**config.mk**
```make
export PLATFORM = sky130hd
export DESIGN_NAME = proc_supervisor
export DESIGN_NICKNAME = d
export VERILOG_FILES = /design/src/rtl/sup_pkg.sv /design/src/rtl/sup_sync.sv /design/src/rtl/sup_stretch.sv /design/src/rtl/sup_watchdog.sv /design/src/rtl/proc_supervisor.sv
export SDC_FILE = /design/constraint.sdc
export NUM_CORES = 1
export LEC_CHECK = 0
export BUFFER_PORTS_ARGS = -buffer_cell sky130_fd_sc_hd__clkbuf_2
export CORE_AREA = 4 4 92 94
export DETAILED_ROUTE_END_ITERATION = 10
export DIE_AREA = 0 0 96 98
export GPL_TIMING_DRIVEN = 0
export SLEW_MARGIN = 20
export SYNTH_ARGS = -nofsm -noshare
export SYNTH_HDL_FRONTEND = slang
export SYNTH_SLANG_ARGS = --single-unit
```
**constraint.sdc**
```tcl
create_clock -name clk_i -period 3.18 [get_ports clk_i]
set_clock_uncertainty 0.1 [all_clocks]
set_input_delay 0.159 -clock clk_i [delete_from_list [all_inputs] [get_ports clk_i]]
set_output_delay 0.159 -clock clk_i [all_outputs]
set_load 0.02 [all_outputs]
```
**src/rtl/sup_pkg.sv**
```systemverilog
package sup_pkg;
  localparam int unsigned SYNC_STAGES = 2;

  function automatic int unsigned cnt_w(input int unsigned n);
    return (n < 2) ? 1 : $clog2(n);
  endfunction
endpackage

```
**src/rtl/sup_sync.sv**
```systemverilog
module sup_sync #(
  parameter int unsigned STAGES = 2
) (
  input  logic clk_i,
  input  logic rst_ni,
  input  logic d_i,
  output logic edge_o
);
  logic [STAGES:0] sh_q;

  for (genvar i = 0; i <= STAGES; i++) begin : g_stage
    if (i == 0) begin : g_first
      always_ff @(posedge clk_i or negedge rst_ni)
        if (!rst_ni) sh_q[0] <= 1'b0;
        else         sh_q[0] <= d_i;
    end else begin : g_next
      always_ff @(posedge clk_i or negedge rst_ni)
        if (!rst_ni) sh_q[i] <= 1'b0;
        else         sh_q[i] <= sh_q[i-1];
    end
  end

  // last stage is a delay copy used only for change detection
  assign edge_o = sh_q[STAGES] ^ sh_q[STAGES-1];
endmodule

```
**src/rtl/sup_stretch.sv**
```systemverilog
module sup_stretch #(
  parameter int unsigned HOLD_CYC = 16
) (
  input  logic clk_i,
  input  logic rst_ni,
  input  logic supply_ok_i,
  input  logic trig_i,
  output logic active_o,
  output logic por_busy_o
);
  localparam int unsigned W = sup_pkg::cnt_w(HOLD_CYC);
  localparam logic [W-1:0] HOLD_LAST = W'(HOLD_CYC - 1);

  logic [W-1:0] cnt_q;
  logic         active_q, por_q;

  always_ff @(posedge clk_i or negedge rst_ni) begin
    if (!rst_ni) begin
      cnt_q    <= '0;
      active_q <= 1'b1;
      por_q    <= 1'b1;
    end else if (!supply_ok_i) begin
      cnt_q    <= '0;
      active_q <= 1'b1;
      por_q    <= 1'b1;
    end else if (trig_i) begin
      cnt_q    <= '0;
      active_q <= 1'b1;
    end else if (active_q) begin
      if (cnt_q == HOLD_LAST) begin
        active_q <= 1'b0;
        por_q    <= 1'b0;
        cnt_q    <= '0;
      end else begin
        cnt_q <= cnt_q + 1'b1;
      end
    end
  end

  assign active_o   = active_q;
  assign por_busy_o = por_q;

  p_capture_r1: assert property (@(posedge clk_i) disable iff (!rst_ni)
    !supply_ok_i |=> (active_q && por_q));
  p_hold_end_r2: assert property (@(posedge clk_i) disable iff (!rst_ni)
    (active_q && supply_ok_i && !trig_i && cnt_q == HOLD_LAST) |=> !active_q);
  p_release_ok_r2: assert property (@(posedge clk_i) disable iff (!rst_ni)
    (active_q && !(cnt_q == HOLD_LAST)) |=> active_q);
endmodule

```
**src/rtl/sup_watchdog.sv**
```systemverilog
module sup_watchdog #(
  parameter int unsigned TIMEOUT_CYC = 64
) (
  input  logic clk_i,
  input  logic rst_ni,
  input  logic en_i,
  input  logic supply_ok_i,
  input  logic por_busy_i,
  input  logic edge_i,
  output logic expire_o,
  output logic fault_n_o
);
  localparam int unsigned W = sup_pkg::cnt_w(TIMEOUT_CYC);
  localparam logic [W-1:0] TO_LAST = W'(TIMEOUT_CYC - 1);

  logic [W-1:0] cnt_q;
  logic         fault_n_q, run;

  assign run      = en_i && supply_ok_i && !por_busy_i;
  assign expire_o = run && !edge_i && (cnt_q == TO_LAST);

  always_ff @(posedge clk_i or negedge rst_ni) begin
    if (!rst_ni)                   cnt_q <= '0;
    else if (!run || edge_i)       cnt_q <= '0;
    else if (cnt_q == TO_LAST)     cnt_q <= '0;
    else                           cnt_q <= cnt_q + 1'b1;
  end

  always_ff @(posedge clk_i or negedge rst_ni) begin
    if (!rst_ni)                 fault_n_q <= 1'b1;
    else if (!en_i || edge_i)    fault_n_q <= 1'b1;
    else if (expire_o)           fault_n_q <= 1'b0;
  end

  assign fault_n_o = fault_n_q;

  p_cnt_bound_r4: assert property (@(posedge clk_i) disable iff (!rst_ni)
    cnt_q <= TO_LAST);
  p_restart_r5: assert property (@(posedge clk_i) disable iff (!rst_ni)
    expire_o |=> (cnt_q == '0));
  p_fault_sticky_r6: assert property (@(posedge clk_i) disable iff (!rst_ni)
    (!fault_n_q && en_i && !edge_i) |=> !fault_n_q);
  p_quiet_r7: assert property (@(posedge clk_i) disable iff (!rst_ni)
    !en_i |-> !expire_o);
  p_por_hold_r11: assert property (@(posedge clk_i) disable iff (!rst_ni)
    por_busy_i |=> (cnt_q == '0));
endmodule

```
**src/rtl/proc_supervisor.sv**
```systemverilog
module proc_supervisor #(
  parameter int unsigned HOLD_CYC       = 6_250_000,
  parameter int unsigned WD_TIMEOUT_CYC = 200_000_000
) (
  input  logic clk_i,
  input  logic rst_ni,
  input  logic supply_ok_i,
  input  logic pwr_low_i,
  input  logic wd_en_i,
  input  logic wd_pin_i,
  input  logic ram_ce_n_i,
  output logic rst_n_o,
  output logic rst_o,
  output logic wd_fault_n_o,
  output logic pwr_fail_n_o,
  output logic ram_ce_n_o
);
  logic wd_edge, expire, active, por_busy;

  sup_sync #(.STAGES(sup_pkg::SYNC_STAGES)) u_sync (
    .clk_i, .rst_ni, .d_i(wd_pin_i), .edge_o(wd_edge)
  );

  sup_stretch #(.HOLD_CYC(HOLD_CYC)) u_stretch (
    .clk_i, .rst_ni, .supply_ok_i, .trig_i(expire),
    .active_o(active), .por_busy_o(por_busy)
  );

  sup_watchdog #(.TIMEOUT_CYC(WD_TIMEOUT_CYC)) u_wdog (
    .clk_i, .rst_ni, .en_i(wd_en_i), .supply_ok_i, .por_busy_i(por_busy),
    .edge_i(wd_edge), .expire_o(expire), .fault_n_o(wd_fault_n_o)
  );

  assign rst_n_o      = !active && supply_ok_i;
  assign rst_o        = !rst_n_o;
  assign pwr_fail_n_o = !pwr_low_i;
  assign ram_ce_n_o   = ram_ce_n_i || !supply_ok_i;

  p_expire_resets_r4: assert property (@(posedge clk_i) disable iff (!rst_ni)
    expire |=> !rst_n_o);
  p_ram_guard_r8: assert property (@(posedge clk_i) disable iff (!rst_ni)
    !rst_n_o && !active |-> ram_ce_n_o);
endmodule

```
==> After elaboration in Yosys (flattened, before gate mapping) <==
Cells that the tools add are included.
{ "totals": {"ff_bits": 57, "inputBits": 7, "out_inout_bits": 5, "word_cells": 51} }
{ "classes": {"add_sub_neg": 2, "n_eq_ne": 6, "n_mux": 16, "bitwise": 1, "reduce_logical": 18} }
{ "op_table": {"columns": ["operator", "n"], "rows": [
  ["23-bit 2-to-1 mux", 4],
  ["28-bit 2-to-1 mux", 2],
  ["28-bit by 1-bit adder with 28-bit output (second input constant)", 1],
  ["28-bit equality test (second input constant)", 1],
  ["23-bit by 1-bit adder with 23-bit output (second input constant)", 1],
  ["23-bit equality test (second input constant)", 1],
  ["1-bit 2-to-1 mux", 10],
  ["1-bit logical NOT", 8],
  ["1-bit logical AND", 5],
  ["2-bit by 1-bit inequality test with 1-bit output (second input constant)", 2],
  ["1-bit logical OR", 3],
  ["3-bit by 1-bit inequality test with 1-bit output (second input constant)", 1],
  ["3-bit AND reduction", 1],
  ["2-bit inequality test (second input constant)", 1],
  ["2-bit nonzero test", 1],
  ["1-bit bitwise XOR", 1]
]} }

==> Depth between registers and ports, before layout <==
Gate-level depths: netlist (run 1).
{ "logic_depth": {"ltp_word": 6, "depth_mapped": 7} }

==> Cells and area by module <==
From an unflattened synthesis (run 1), not the netlist that was laid out.
{ "unflattened": {"cells_unflattened": 349, "hier_area_um2": 3264.4} }
{ "by_module_without_submodules": {"columns": ["mod", "instances", "cells_each", "area_each_um2", "seq_area_each_um2"], "rows": [
  ["sup_watchdog", 1, 164, 1606.5, 726.9],
  ["sup_stretch", 1, 177, 1549.0, 628.1],
  ["sup_sync", 1, 4, 83.8, 75.1],
  ["proc_supervisor", 1, 4, 25.0, 0.0]
]} }

==> Least setup slack after synthesis (run 1) <==
No wires, ideal clock.
{ "synth_path": {"kind": "register -> register", "startpoint": "reg u_wdog.cnt_q[13]", "endpoint": "reg u_stretch.cnt_q[20]", "setup_time_ns": 0.143, "t_arrival_ns": 1.778, "setup_slack_ns": 1.159, "path_stages_with_launch": 7, "path_buffers": 1, "path_cell_list": "dfrtp_1 -> or4_1 -> nor3b_2 -> nand4_2 -> o31ai_4 -> buf_6 -> a311oi_1"} }
{ "synth_between": {"elab_chain_cells": 4} }
{ "synth_lines": {"columns": ["item", "line_no", "source"], "rows": [
  ["start, declared", "sup_watchdog.sv:16", "logic [W-1:0] cnt_q;"],
  ["start signal, assigned", "sup_watchdog.sv:26", "else cnt_q <= cnt_q + 1'b1;"],
  ["28-bit equality test (*)", "sup_watchdog.sv:20", "assign expire_o = run && !edge_i && (cnt_q == TO_LAST);"],
  ["1-bit logical AND (*)", "sup_watchdog.sv:20", null],
  ["23-bit 2-to-1 mux", "sup_stretch.sv:26", "end else if (trig_i) begin"],
  ["23-bit 2-to-1 mux", "sup_stretch.sv:22", "end else if (!supply_ok_i) begin"],
  ["end signal, assigned", "sup_stretch.sv:35", "cnt_q <= cnt_q + 1'b1;"],
  ["end, declared", "sup_stretch.sv:14", "logic [W-1:0] cnt_q;"]
]} }
Every way passes the cells marked *; elsewhere a longest branch is shown, timed or not.
A chain may end at the register's enable or synchronous reset.

==> Final worst setup path (run 1) <==
Same ends and word-level chain as after synthesis.

==> impl_results.md, run 1 <==
- Outcome: completed
- Vias post-DR: 2363
- GRT Total Usage: 0.151
- Setup crit start: u_wdog.cnt_q[13]$_DFF_PN0_
- Nets: around 350
- I/O pins: 12
- RSZ-0062 raised after global routing: no
- Iter 0 DRT Violations: 74
- Wire per inst: 14.3 um
- Number of global-route vias before repair: 2355
- Post-Syn Instances: 310
- Antenna diodes: 0
- DIE WIDTH: 96 um
- Lkg Pwr: 1.40 nW
- Fraction of layout cells with a size suffix above 1: 0.140
- Switch share: 0.231
- Switch Pwr: about 0.33 mW
- Worst r2r src: u_wdog.cnt_q[13]$_DFF_PN0_
- Reg clk slew, reported paths: 70 ps
- GR Layer Usage met1: 0.191
- Ys Warns: 0
- Final Hold Violating Endpoints: 0
- RePlAce Congestion: 0.821
- Maximum vdd ir drop: 0.000267 V
- Hpwl dp: 4.44 mm
- Rel. slew slack: 0.471
- H-Tree Level Count: 3
- Seq/Total Area, Yosys: 0.481
- Die footprint: between 0.009 and 0.01 mm^2
- Max incr delay on CP: 550 ps
- Crit path DAT: around 2400 ps
- Startpoint types: flop
- Worst Max-Slew Pin Slew: 787 ps
- Setup TNS: 0 ps
- Detailed Route WL: about 6.3 mm
- Power per cell area: ~420 mW/mm^2
- Root Driver: clkbuf_8
- Flip-flop and latch count after synthesis: 57
- Internal power: 1.09 mW
- Async S/R FF share, synth: 1.00
- Net Count, Synth: 319
- Routed vias/inst: between 5 and 6
- DP Worst Slack: 911 ps
- Pin count of the biggest net entering global routing: 36
- Core area: 0.00765 mm^2
- Initial core utilization: 0.389
- Worst path slowest cell: or4_1
- Post-layout util: 0.446
- Required @ worst endpoint: 3270 ps
- I/O Buffers: 11
- Remaining Overflow, GRT: 0
- Antenna violations before repair: 0
- Worst Path Max Fanout: 10
- Die H: 98 um
- Cell chain of the critical path: or4_1 > nor3b_2 > nand4_2 > o31ai_4 > buf_6 > a311oi_1
- Met2 GRT Util: 0.238
- Max-slew violation total from the final report: 0
- CTS sink count: 57
- Fin crit share: 0.715
- Register share of total power: 0.517
- Post-synthesis cell area: 0.00297 mm^2
- Detailed Routing Iterations Pass 1: 4
- DRT antenna net count: 0
- Design Area, Final: 0.00341 mm^2
- Main synth FF type: dfrtp_1
- Max-Cap Viols: 0
- CTS tree: done
- Final WS setup: 907 ps
- Fmax: 0.440 GHz
- DP Area: 0.00318 mm^2
- Count of different cell masters after synthesis: 48
- Share of total power in combinational logic: 0.034
- First-pass GRT wire length: 11.1 mm
- FP Rows: 32
- # DRC: 0
- Final setup fails: 0
- Post-synth EDFFs: 0
- Minimum clock period: roughly 2300 ps
- CTS buffer count: 9
- Area Growth Syn to Fin: 14.7%
- Worst r2r dst: u_stretch.cnt_q[20]$_DFFE_PN0P_
- Register-to-Register Path Depth: 6
- Setup CP Type: flop to flop
- Flop-to-flop setup slack: between 900 and 1000 ps
- Hold Path Class: primary input to async pin
- Clock Latency Late Sink: 340 ps
- Clock Tree Buf Depth: 2
- Syn Area/Cell: 9.59 um^2
- CTS resizes: 0
- Clk network pwr share: 0.449
- Worst Setup End Kind: flop
- Gr busiest metal: met2
- Met3 usage: 0.0470
worst max path at each step:
| stage | end | cells past startpoint | slack [ps] |
|---|---|---|---|
| global placement | u_stretch.cnt_q[20]$_DFFE_PN0P_ | 6 | 910 |
| detailed placement | u_stretch.cnt_q[20]$_DFFE_PN0P_ | 6 | 910 |
| CTS | u_stretch.cnt_q[20]$_DFFE_PN0P_ | 6 | 880 |
| global route | u_stretch.cnt_q[20]$_DFFE_PN0P_ | 6 | 760 |
| finish | u_stretch.cnt_q[20]$_DFFE_PN0P_ | 6 | 910 |
| floorplan | u_stretch.cnt_q[20]$_DFFE_PN0P_ | 6 | 1160 |
synthesized netlist by cell type (all sizes together), types with 2 or more instances:
cell	n	area, um^2
dfrtp	54	1350
nor2	45	171
nand2	32	123
nand3	27	135
xor2	23	201
nand4	22	159
a21oi	13	68.8
and3	11	70.1
xnor2	8	70.1
or3	7	43.8
clkbuf	6	22.5
a31oi	5	31.3
a311oi	4	35.0
buf	4	32.5
inv	4	15.0
nor4	4	46.3
or4	4	30.0
and4	3	26.3
dfstp	3	78.8
nand2b	3	18.8
nor3	3	15.0
o21ai	3	15.0
o31ai	3	36.3
a41oi	2	17.5
and2	2	12.5
ha	2	25.0
nor2b	2	12.5
cells by family (layout without fill, tap and decap cells):
logic type,Yosys count,after routing,share of synthesized area
adder cells (fa/ha/maj),2,2,0.00842
XOR/XNOR,31,31,0.0914
buffers and inverters,14,46,0.0236
flip-flops,57,57,0.481
AND/OR/NAND/NOR,170,170,0.308
AO/OA/AOI/OAI,34,34,0.0804
multiplexers,2,2,0.00716
critical path, delay by kind of cell, from the launching register on:
kind | cells | cell delay [ps]
AND/OR/NAND/NOR | 3 | 960
flip-flops | 1 | 430
AO/OA/AOI/OAI | 2 | 420
buffers and inverters | 1 | 200
placed cells by master (no fill, tap or decap), drive strengths merged, types with 8 or more instances in the layout:
cell type / n
a21oi: 13
and3: 11
clkbuf: 29
dfrtp: 54
nand2: 32
nand3: 27
nand4: 22
nor2: 45
xnor2: 8
xor2: 23
sequential cells by signal (all words and copies together) (netlist names):
name                  flops
u_stretch.cnt_q          23
u_wdog.cnt_q             28
u_sync.sh_q               3
u_stretch.active_o        1
u_wdog.fault_n_o          1
u_stretch.por_busy_o      1
per-layer routing:
layer / routed length, um / up-vias
li1: - / 1172
met1: 3010 / 1158
met2: 3040 / 21
met3: 168 / 12
met4: 123 / 0
met5: 0 / -
power by group through the flow:
stage	clock network [mW]	logic, mW	registers [mW]
floorplan	0	0.0185	0.747
global placement	0	0.0429	0.748
detailed placement	0	0.0467	0.748
CTS	0.660	0.0507	0.734
global route	0.689	0.0556	0.735
finish	0.638	0.0486	0.735
stage by stage:
step | power (mW) | hold WS [ps] | std cells
final | 1.42 | 182 | 444
after global routing | 1.48 | 208 | 444
after CTS | 1.44 | 187 | 444
after detailed placement | 0.795 | 10.9 | 424
after global placement | 0.791 | 170 | 423
after floorplan | 0.766 | -237 | 310
final cells by class:
class / instances / area [um^2]
plain buffers: 10 / 55.1
clock buffers: 12 / 165
clock inverters: 4 / 26.3
fillers: 747 / 4240
inverters: 4 / 15.0
multi-input cells: 239 / 1470
flip-flops and latches: 57 / 1430
well taps: 102 / 128
repair buffers: 16 / 118
repair_timing:
item,in CTS,in global routing
hold buffers,4,0
endpoints found under the hold margin,60,0
buffers inserted,0,0
No activity file was read; power rests on OpenSTA's default activity.
==> run 2: changes to the inputs <==
Clock period 3.18 ns to 1.88 ns, I/O delays scaled along.
==> impl_results.md, run 2 (synthesized netlist as in run 1, its figures left out) <==
- Outcome: finished, violations left
- Failing checks: setup timing
- Remaining Overflow, GRT: 0
- Routed vias/inst: 5.39
- CP delay by family, top: simple AND/OR/NAND/NOR gates
- Final hold slack: 110 ps
- Maximum vdd ir drop: 0.000453 V
- WP buf/inv: 2
- Worst Max-Slew Pin Slew: ~610 ps
- Startpoint types: flop
- Max-Cap Viols: 0
- Crit path DAT: about 2200 ps
- Lkg Pwr: 1.58 nW
- Area Growth Syn to Fin: 31.7%
- Iter 0 DRT Violations: 106
- Top cell by count, worst path: buf_6
- Required @ worst endpoint: approximately 2000 ps
- Fraction of layout cells with a size suffix above 1: 0.309
- DIE WIDTH: 96 um
- Clock Latency Late Sink: between 300 and 400 ps
- Total power: 2.50 mW
- Hold Path Class: primary input to async pin
- Dpl cells: approximately 420
- Core area: ~0.0076 mm^2
- Initial core utilization: 0.389
- CTS sink count: 57
- Regs by FF count: u_wdog.cnt_q: 28 flops, u_stretch.cnt_q: 23 flops, u_sync.sh_q: 3 flops
- Biggest register: u_wdog.cnt_q
- Max reg flops: 28
- Clock Tree Buf Depth: 2
- Final setup fails: 51
- Final WS setup: -215 ps
- # DRC: 0
- H-Tree Level Count: 3
- First-pass GRT wire length: ~11 mm
- CTS tree: done
- Pin count of the biggest net entering global routing: 36
- I/O Buffers: 11
- Worst Setup End Kind: flop
- Number of global-route vias before repair: 2351
- Vias post-DR: around 2500
- RePlAce Congestion: between 0.8 and 0.9
- I/O pins: 12
- Rel. slew slack: 0.588
- GRT Total Usage: 0.153
- Worst Path Max Fanout: 5
- Setup CP Type: flop to flop
- Worst path slowest cell: or4_1
- Reg clk slew, reported paths: 70 ps
- Die footprint: between 0.009 and 0.01 mm^2
- Detailed Routing Iterations Pass 1: 4
- Minimum clock period: between 2000 and 2500 ps
- Antenna diodes: 0
- Final Hold Violating Endpoints: 0
- RSZ-0062 raised after global routing: yes
- Max incr delay on CP: about 530 ps
- Wire per inst: 15.0 um
- Non-Filler Instances: 465
- Setup TNS: -8100 ps
- Nets: roughly 370
- Commonest cells after routing, fill and taps aside: 53 x dfrtp_1, 31 x nand2_1, 25 x nand3_1
- Hpwl dp: 4.25 mm
- Fmax: 0.477 GHz
- CTS buffer count: 9
- DRT antenna net count: 0
- Power per cell area: 639 mW/mm^2
- Fin crit share: 1.11
- Max-slew violation total from the final report: 0
- Die H: about 100 um
- Detailed Route WL: roughly 7 mm
- Most common cell after layout, fill and taps aside: dfrtp_1
- FP Rows: 32
- Cell chain of the critical path: or4_1 > nor3b_2 > nand4_2 > o31ai_4 > buf_6 > buf_6 > a311oi_2
- Root Driver: clkbuf_8
- Antenna violations before repair: 0
[run 2: path summary, 6_finish.rpt]
check / start / to / slack [ps] / depth (start not counted)
max: u_wdog.cnt_q[10]$_DFF_PN0_ / u_stretch.cnt_q[20]$_DFFE_PN0P_ / -220 / 7
min: rst_ni / u_wdog.cnt_q[24]$_DFF_PN0_ / 110 / 2
max reg2reg: u_wdog.cnt_q[10]$_DFF_PN0_ / u_stretch.cnt_q[20]$_DFFE_PN0P_ / -220 / 7
min reg2reg: u_sync.sh_q[0]$_DFF_PN0_ / u_sync.sh_q[1]$_DFF_PN0_ / 250 / 0
max in group asynchronous: rst_ni / u_stretch.active_o$_DFF_PN1_ / 1000 / 3
min in group clk_i: u_sync.sh_q[0]$_DFF_PN0_ / u_sync.sh_q[1]$_DFF_PN0_ / 250 / 0
[run 2: through the flow]
step	worst slack (ps)	cell area, um^2	utilization
floorplan	-141	2990	-
global placement	-420	3170	0.415
detailed placement	-399	3200	0.418
CTS	-286	3590	0.469
global route	-308	3910	0.512
finish	-215	3910	0.512
[run 2: routing by layer]
| metal | GRT usage | share of wire | vias up |
|---|---|---|---|
| met5 | 0 | 0 | - |
| met4 | 0.0536 | 0.014 | 0 |
| met3 | 0.0555 | 0.040 | 10 |
| met2 | 0.225 | 0.49 | 55 |
| met1 | 0.206 | 0.45 | 1227 |
| li1 | - | - | 1214 |
[run 2: report_power, final]
| part | leakage (nW) | switching, mW | internal, mW |
|---|---|---|---|
| clock network | 0.103 | 0.473 | 0.681 |
| logic | 0.706 | 0.0606 | 0.0448 |
| registers | 0.775 | 0.00616 | 1.24 |
| total | 1.58 | 0.539 | 1.96 |
[run 2: layout make-up]
cell class	instances	area (um^2)
tap	102	128
fill	689	3730
clock buffer	13	159
clock inverter	3	40.0
sequential	57	1430
inverter	4	15.0
buffer	10	90.1
multi-input combinational	239	1710
timing repair buffer	37	342
[run 2: timing repair]
item / 4_1_cts / 5_1_grt
hold buffers: 4 / 0
setup endpoints to repair: 51 / 55
endpoints found under the hold margin: 57 / 0
setup buffers: 7 / 12
gates resized for setup: 23 / 53
pin swaps: 5 / 24
cloned: 1 / 2
